## src/rtl/irqc_pkg.sv

```systemverilog
package irqc_pkg;

    localparam logic [7:0] ADR_ENABLE  = 8'h07;
    localparam logic [7:0] ADR_CODE_HI = 8'h08;
    localparam logic [7:0] ADR_CODE_LO = 8'h09;
    localparam logic [7:0] ADR_POLAR   = 8'h0A;
    localparam logic [7:0] ADR_PEND    = 8'h0B;

    typedef enum logic [1:0] {
        TRIG_RISE  = 2'b00,
        TRIG_FALL  = 2'b01,
        TRIG_LEVEL = 2'b10,
        TRIG_RSVD  = 2'b11
    } trig_code_e;

    typedef enum logic [1:0] {
        POL_HIGH = 2'b00,
        POL_LOW  = 2'b01,
        POL_OPEN = 2'b10,
        POL_RSVD = 2'b11
    } pin_pol_e;

endpackage

```

## src/rtl/irqc_trigger.sv

```systemverilog
module irqc_trigger
    import irqc_pkg::*;
(
    input  logic       clk,
    input  logic       rst_n,
    input  logic       cond_i,
    input  trig_code_e code_i,
    output logic       fire_o
);

    typedef struct packed {
        logic prev;
    } trig_state_t;

    trig_state_t st_d, st_q;
    logic        rise_w, fall_w;

    always_comb begin
        st_d      = st_q;
        st_d.prev = cond_i;
        rise_w    = cond_i & ~st_q.prev;
        fall_w    = ~cond_i & st_q.prev;
        unique case (code_i)
            TRIG_FALL:  fire_o = fall_w;
            TRIG_LEVEL: fire_o = cond_i;
            default:    fire_o = rise_w;
        endcase
    end

    always_ff @(posedge clk or negedge rst_n) begin
        if (!rst_n) st_q <= '0;
        else        st_q <= st_d;
    end

    p_rise_fires_r3: assert property (@(posedge clk) disable iff (!rst_n)
        ((code_i == TRIG_RISE || code_i == TRIG_RSVD) && $rose(cond_i)) |-> fire_o)
        else $error("rising condition missed");

    p_fall_fires_r4: assert property (@(posedge clk) disable iff (!rst_n)
        (code_i == TRIG_FALL && $fell(cond_i)) |-> fire_o)
        else $error("falling condition missed");

endmodule

```

## src/rtl/irqc_regs.sv

```systemverilog
module irqc_regs
    import irqc_pkg::*;
#(
    parameter int unsigned SRC_N  = 7,
    parameter int unsigned ADDR_W = 8,
    parameter int unsigned DATA_W = 8
) (
    input  logic              clk,
    input  logic              rst_n,
    input  logic              bus_wr,
    input  logic              bus_rd,
    input  logic [ADDR_W-1:0] bus_addr,
    input  logic [DATA_W-1:0] bus_wdata,
    input  logic [SRC_N-1:0]  pend_i,
    output logic [SRC_N-1:0]  enable_o,
    output logic [SRC_N-1:0]  code_hi_o,
    output logic [SRC_N-1:0]  code_lo_o,
    output pin_pol_e          pol_o,
    output logic              pend_clr_o,
    output logic [DATA_W-1:0] bus_rdata
);

    typedef struct packed {
        logic [SRC_N-1:0]  enable;
        logic [SRC_N-1:0]  code_hi;
        logic [SRC_N-1:0]  code_lo;
        pin_pol_e          pol;
        logic [DATA_W-1:0] rdata;
    } cfg_t;

    cfg_t              cfg_d, cfg_q;
    logic [DATA_W-1:0] rd_mux;
    logic              unused_wdata;

    assign unused_wdata = ^bus_wdata[DATA_W-1:SRC_N];

    always_comb begin
        cfg_d  = cfg_q;
        rd_mux = '0;
        if (bus_wr) begin
            unique case (bus_addr[7:0])
                ADR_ENABLE:  cfg_d.enable  = bus_wdata[SRC_N-1:0];
                ADR_CODE_HI: cfg_d.code_hi = bus_wdata[SRC_N-1:0];
                ADR_CODE_LO: cfg_d.code_lo = bus_wdata[SRC_N-1:0];
                ADR_POLAR:   cfg_d.pol     = pin_pol_e'(bus_wdata[1:0]);
                default: ;
            endcase
        end
        unique case (bus_addr[7:0])
            ADR_ENABLE:  rd_mux[SRC_N-1:0] = cfg_q.enable;
            ADR_CODE_HI: rd_mux[SRC_N-1:0] = cfg_q.code_hi;
            ADR_CODE_LO: rd_mux[SRC_N-1:0] = cfg_q.code_lo;
            ADR_POLAR:   rd_mux[1:0]       = cfg_q.pol;
            ADR_PEND:    rd_mux[SRC_N-1:0] = pend_i;
            default: ;
        endcase
        if (bus_rd) cfg_d.rdata = rd_mux;
    end

    always_ff @(posedge clk or negedge rst_n) begin
        if (!rst_n) cfg_q <= '0;
        else        cfg_q <= cfg_d;
    end

    assign enable_o   = cfg_q.enable;
    assign code_hi_o  = cfg_q.code_hi;
    assign code_lo_o  = cfg_q.code_lo;
    assign pol_o      = cfg_q.pol;
    assign bus_rdata  = cfg_q.rdata;
    assign pend_clr_o = bus_rd && (bus_addr[7:0] == ADR_PEND);

    p_rdata_hold_r2: assert property (@(posedge clk) disable iff (!rst_n)
        !bus_rd |=> $stable(bus_rdata))
        else $error("read data changed without a read");

endmodule

```

## src/rtl/irqc_pin.sv

```systemverilog
module irqc_pin
    import irqc_pkg::*;
(
    input  pin_pol_e pol_i,
    input  logic     active_i,
    output logic     irq_o,
    output logic     irq_oe
);

    always_comb begin
        unique case (pol_i)
            POL_LOW: begin
                irq_o  = ~active_i;
                irq_oe = 1'b1;
            end
            POL_OPEN: begin
                irq_o  = 1'b0;
                irq_oe = active_i;
            end
            default: begin
                irq_o  = active_i;
                irq_oe = 1'b1;
            end
        endcase
    end

endmodule

```

## src/rtl/irq_trig_ctrl.sv

```systemverilog
module irq_trig_ctrl
    import irqc_pkg::*;
#(
    parameter int unsigned SRC_N  = 7,
    parameter int unsigned ADDR_W = 8,
    parameter int unsigned DATA_W = 8
) (
    input  logic              clk,
    input  logic              rst_n,
    input  logic [SRC_N-1:0]  cond_i,
    input  logic              bus_wr,
    input  logic              bus_rd,
    input  logic [ADDR_W-1:0] bus_addr,
    input  logic [DATA_W-1:0] bus_wdata,
    output logic [DATA_W-1:0] bus_rdata,
    output logic              irq_o,
    output logic              irq_oe
);

    typedef struct packed {
        logic [SRC_N-1:0] pend;
    } pend_t;

    pend_t            pd_d, pd_q;
    logic [SRC_N-1:0] enable_q, code_hi_q, code_lo_q, fire_w;
    pin_pol_e         pol_q;
    logic             pend_clr, active_w;

    irqc_regs #(
        .SRC_N (SRC_N),
        .ADDR_W(ADDR_W),
        .DATA_W(DATA_W)
    ) u_regs (
        .clk       (clk),
        .rst_n     (rst_n),
        .bus_wr    (bus_wr),
        .bus_rd    (bus_rd),
        .bus_addr  (bus_addr),
        .bus_wdata (bus_wdata),
        .pend_i    (pd_q.pend),
        .enable_o  (enable_q),
        .code_hi_o (code_hi_q),
        .code_lo_o (code_lo_q),
        .pol_o     (pol_q),
        .pend_clr_o(pend_clr),
        .bus_rdata (bus_rdata)
    );

    for (genvar gi = 0; gi < SRC_N; gi++) begin : g_src
        irqc_trigger u_trig (
            .clk   (clk),
            .rst_n (rst_n),
            .cond_i(cond_i[gi]),
            .code_i(trig_code_e'({code_hi_q[gi], code_lo_q[gi]})),
            .fire_o(fire_w[gi])
        );

        p_level_sets_r5: assert property (@(posedge clk) disable iff (!rst_n)
            (enable_q[gi] && code_hi_q[gi] && !code_lo_q[gi] && cond_i[gi]) |=> pd_q.pend[gi])
            else $error("level source not pending");
    end

    always_comb begin
        pd_d      = pd_q;
        pd_d.pend = enable_q & (fire_w | (pd_q.pend & ~{SRC_N{pend_clr}}));
    end

    always_ff @(posedge clk or negedge rst_n) begin
        if (!rst_n) pd_q <= '0;
        else        pd_q <= pd_d;
    end

    assign active_w = |(pd_q.pend & enable_q);

    irqc_pin u_pin (
        .pol_i   (pol_q),
        .active_i(active_w),
        .irq_o   (irq_o),
        .irq_oe  (irq_oe)
    );

    p_disabled_quiet_r6: assert property (@(posedge clk) disable iff (!rst_n)
        1'b1 |=> (pd_q.pend & ~$past(enable_q)) == '0)
        else $error("disabled source pending");

    p_read_clears_r7: assert property (@(posedge clk) disable iff (!rst_n)
        (pend_clr && fire_w == '0) |=> pd_q.pend == '0)
        else $error("pending not cleared by read");

    p_sticky_r3: assert property (@(posedge clk) disable iff (!rst_n)
        !pend_clr |=> ($past(pd_q.pend) & $past(enable_q) & ~pd_q.pend) == '0)
        else $error("pending bit dropped without read");

    p_pin_high_r8: assert property (@(posedge clk) disable iff (!rst_n)
        (pol_q == POL_HIGH || pol_q == POL_RSVD) |-> (irq_o == active_w && irq_oe))
        else $error("active-high pin wrong");

    p_pin_open_r8: assert property (@(posedge clk) disable iff (!rst_n)
        (pol_q == POL_OPEN) |-> (!irq_o && irq_oe == active_w))
        else $error("open-drain pin wrong");

endmodule

```

## config.mk

```make
export PLATFORM = sky130hd
export DESIGN_NAME = irq_trig_ctrl
export DESIGN_NICKNAME = d
export VERILOG_FILES = /design/src/rtl/irqc_pkg.sv /design/src/rtl/irqc_trigger.sv /design/src/rtl/irqc_regs.sv /design/src/rtl/irqc_pin.sv /design/src/rtl/irq_trig_ctrl.sv
export SDC_FILE = /design/constraint.sdc
export NUM_CORES = 1
export LEC_CHECK = 0
export BUFFER_PORTS_ARGS = -buffer_cell sky130_fd_sc_hd__buf_2
export CAP_MARGIN = 30
export CELL_PAD_IN_SITES_DETAIL_PLACEMENT = 1
export CELL_PAD_IN_SITES_GLOBAL_PLACEMENT = 1
export CORE_MARGIN = 4
export CORE_UTILIZATION = 45
export CTS_CLUSTER_DIAMETER = 30
export DETAILED_ROUTE_END_ITERATION = 12
export PLACE_DENSITY = 0.82
export SYNTH_ARGS = -nofsm -noshare
export SYNTH_HDL_FRONTEND = slang
export SYNTH_SLANG_ARGS = --single-unit
```

## constraint.sdc

```tcl
create_clock -name clk -period 1.4 [get_ports clk]
set_input_delay 0.07 -clock clk [delete_from_list [all_inputs] [get_ports clk]]
set_output_delay 0.07 -clock clk [all_outputs]
set_load 0.01 [all_outputs]
```

==> results by group <==
STA
  • Max Clock Skew: 5.25 ps
  • Final hold vios: 0
  • # setup viols final: 4
  • Peak Freq: 594 MHz
  • Final worst-path cycle share: 120%
  • Actual slew at the worst max-slew pin: 640 ps
  • Worst setup margin: -283 ps
  • Slew Limit Fails: 0
  • RSZ-0062 raised after global routing: true
  • Fin crit period: about 1700 ps
  • Final Hold Slack: about 36 ps
  • Slew margin rel.: a little under three fifths

Worst setup path
  • Crit path capture type: primary output
  • CP max-delay cell: dfrtp_1
  • Delay-heaviest family, CP: flip-flops
  • Reg2Reg Depth: 6
  • Critical path startpoint category: register
  • Worst R2R Start: u_regs.code_hi_o[3]$_DFFE_PN0P_
  • Critical path arrival: around 1600 ps
  • Max stage delay on crit path: 410 ps
  • Worst Path Required: 1330 ps
  • Buffers & Inverters on Critical Path: 2
  • Worst-path cell chain: a222oi_1 -> buf_4 -> nand3_2 -> nand2_1 -> o21ai_2 -> buf_2
  • FF-to-FF End: pd_q[3]$_DFF_PN0_
  • CP max FO: 2
  • Setup CP Type: register to primary output
  • Setup slack, reg-to-reg: -60 ps

Placement
  • # placed instances: ~320
  • HPWL after detailed placement: 4490 um
  • Pre-CTS setup slack: -157 ps
  • Routability cong.: 0.719
  • I/O Buffers: 34

Floorplan
  • Cell row count: 26
  • Die Wd: 80.6 um
  • Initial Util: a little under half
  • Full die area: 6490 um2
  • IO Count: 37
  • Core area: 5110 um2
  • Die H: ~81 um

Pwr
  • Part of the power in registers: 54.0%
  • Clock power share: approximately 30%
  • P_sw: 0.000661 W
  • Switching part of the total power: 26.1%
  • Max VDD drop: 0.000635 V
  • Leak: 1.46 nW
  • Pwr Total: 0.00253 W
  • Pint: roughly 0.0019 W
  • Combinational share of power: between 10% and 20%
  • Pwr/cell area: between 800 and 900 nW/um2

Detailed routing
  • Drt wl/cell: 20.1 um
  • Router iterations before antenna repair: 4
  • 1st-iter DRT viols: 103
  • Vias post-DR: 1889
  • Vias per cell: 5.52
  • Drt total wl: between 6000 and 7000 um
  • ANT nets after route: 0
  • Drt drc: 0

Clocking
  • Clock buffer depth: 2
  • CTS tree: yes
  • CTS sink count: 44
  • Clock-pin slew on the worst setup and hold paths: roughly 80 ps
  • Clk Latency, worst-skew pair: 300 ps
  • CTS H-tree depth: 2
  • Root Buffer: clkbuf_8
  • Num CTS Buffers: 5

Final layout
  • Final Net Count: 315
  • Final design utilization: 61.1%
  • Share of layout cells above drive strength 1: 46.0%
  • P&R area growth vs syn: 31.7%
  • Fin cells: between 300 and 400
  • Antenna diodes: 0

Yosys
  • Mapped Area: 2370 um2
  • Mapped Cells: 197
  • Sequential cell area fraction in the yosys report: ~46%
  • Mapped Nets: 240
  • Ys Warns: 0
  • Top cell type by total area after synthesis: dfrtp_1
  • Synth top area share: 46.5%
  • Synth top area cells: dfrtp_1, mux2_2, ha_1, inv_1, nor4bb_1
  • Flop and latch count out of synthesis: 44
  • Netlist cell types: 36
  • Syn avg cell area: 12.0 um2

GRT
  • Vias in the first global route: 2053
  • Initial antenna violation count: 0
  • Largest net degree at the start of global routing: 20
  • GR Overflow Total: 0
  • First-pass GRT wire length: slightly above 10000 um
  • Gr usage total: 21.5%

Hold path
  • HP Class: input port to register
  • Worst hold endpoint: u_regs.code_lo_o[5]$_DFFE_PN0P_
  • Hold depth: 2
  • Min-delay src: bus_wdata[5]

Status
  • Failing checks: negative setup slack
  • Outcome: finished, violations left

Run
  • Number of max-cap violations: 0
==> worst max path at each step <==
| stage | startpoint | endpoint | depth (start not counted) |
|---|---|---|---|
| after global routing | u_regs.enable_o[1]$_DFFE_PN0P_ | irq_o | 6 |
| after global placement | pd_q[1]$_DFF_PN0_ | irq_o | 5 |
| after detailed placement | bus_addr[5] | u_regs.code_lo_o[1]$_DFFE_PN0P_ | 5 |
| after floorplan | u_regs.code_hi_o[5]$_DFFE_PN0P_ | pd_q[5]$_DFF_PN0_ | 6 |
| after CTS | u_regs.enable_o[1]$_DFFE_PN0P_ | irq_o | 6 |
| final | u_regs.enable_o[1]$_DFFE_PN0P_ | irq_o | 6 |
==> repair_timing <==
action                                  4_1_cts  5_1_grt
hold endpoints to repair                     24        0
pin swaps                                     4        7
hold buffers                                  8        0
cloned                                        0        0
buffers inserted                              4        8
gates resized for setup                       5       19
endpoints found under the setup margin        5       12
==> cells in the final DEF, fill, tap and decap left out, drive strengths merged, types with 2 or more instances in the layout <==
cell type,netlist,routed
a21oi,8,8
a221oi,7,7
a22o,5,5
a22oi,9,9
buf,5,66
clkbuf,1,6
dfrtp,44,44
dlygate4sd3,0,8
ha,16,16
inv,23,23
mux2,28,28
mux4,2,2
nand2,2,2
nand3,3,3
nand4,2,2
nor2,9,9
nor2b,9,9
nor4bb,7,7
o22ai,5,5
==> metrics by stage <==
| step | setup TNS [ps] | cell area, um2 |
|---|---|---|
| after floorplan | 0 | 2370 |
| after global placement | -1480 | 2750 |
| after detailed placement | -2400 | 2750 |
| after CTS | -603 | 2950 |
| after global routing | -912 | 3120 |
| final | -628 | 3120 |
==> cells by family (layout without fill, tap and decap cells) <==
family	Yosys count	count (layout)	share of synthesized area [%]
DFF	44	44	46.5
AOI/OAI and AO/OA	38	38	11.6
and+or+nand+nor	38	38	12.2
muxes	31	31	15.6
buffers and inverters	29	104	5.49
adders and majority gates	16	16	8.45
other	1	1	0.158
==> layer usage <==
| metal | up-vias | wire (um) | part of all wire (%) | GRT usage (%) |
|---|---|---|---|---|
| li1 | 863 | - | - | - |
| met1 | 941 | 2840 | 41 | 25.9 |
| met2 | 68 | 3440 | 50 | 35.8 |
| met3 | 17 | 405 | 5.9 | 5.04 |
| met4 | 0 | 175 | 2.5 | 10.1 |
| met5 | - | 0 | 0 | 0 |
==> cell usage after synthesis (all sizes together) <==
master and instances:
nor2b 9, o2111ai 1, clkbuf 1, nand4b 1
and3 1, nand4 2, mux4 2, a221oi 7
and2 1, and4 1, a22o 5, o22ai 5
o21ai 1, conb 1, dfrtp 44, nand3 3
mux2i 1, a222oi 1, ha 16, a21o 1
a22oi 9, nor4 1, nor2 9, nand2 2
a21oi 8, inv 23, buf 5, nor4bb 7
nand2b 1, mux2 28
==> layout make-up <==
cell class              count  area (um2)
fillers                   555        1990
multi-input cells         124        1250
flip-flops and latches     44        1100
repair buffers             74         514
well taps                  70        87.6
inverters                  23        86.3
clock buffers               6        72.6
clock inverters             1        5.00
==> power groups by stage <==
| stage | registers (W) | logic (W) | clock network (W) |
|---|---|---|---|
| final | 0.00137 | 0.000406 | 0.000758 |
| after global routing | 0.00137 | 0.000447 | 0.000839 |
| after CTS | 0.00136 | 0.000353 | 0.000775 |
| after detailed placement | 0.00139 | 0.000322 | 0 |
| after global placement | 0.00138 | 0.000304 | 0 |
| after floorplan | 0.00138 | 0.000167 | 0 |
==> sequential cells by signal, indices dropped and copies added, names as in the netlist <==
name,count
g_src.u_trig.st_q,7
pd_q,7
u_regs.bus_rdata,7
u_regs.code_hi_o,7
u_regs.code_lo_o,7
u_regs.enable_o,7
u_regs.pol_o,2
(Power assumes the default switching activity.)
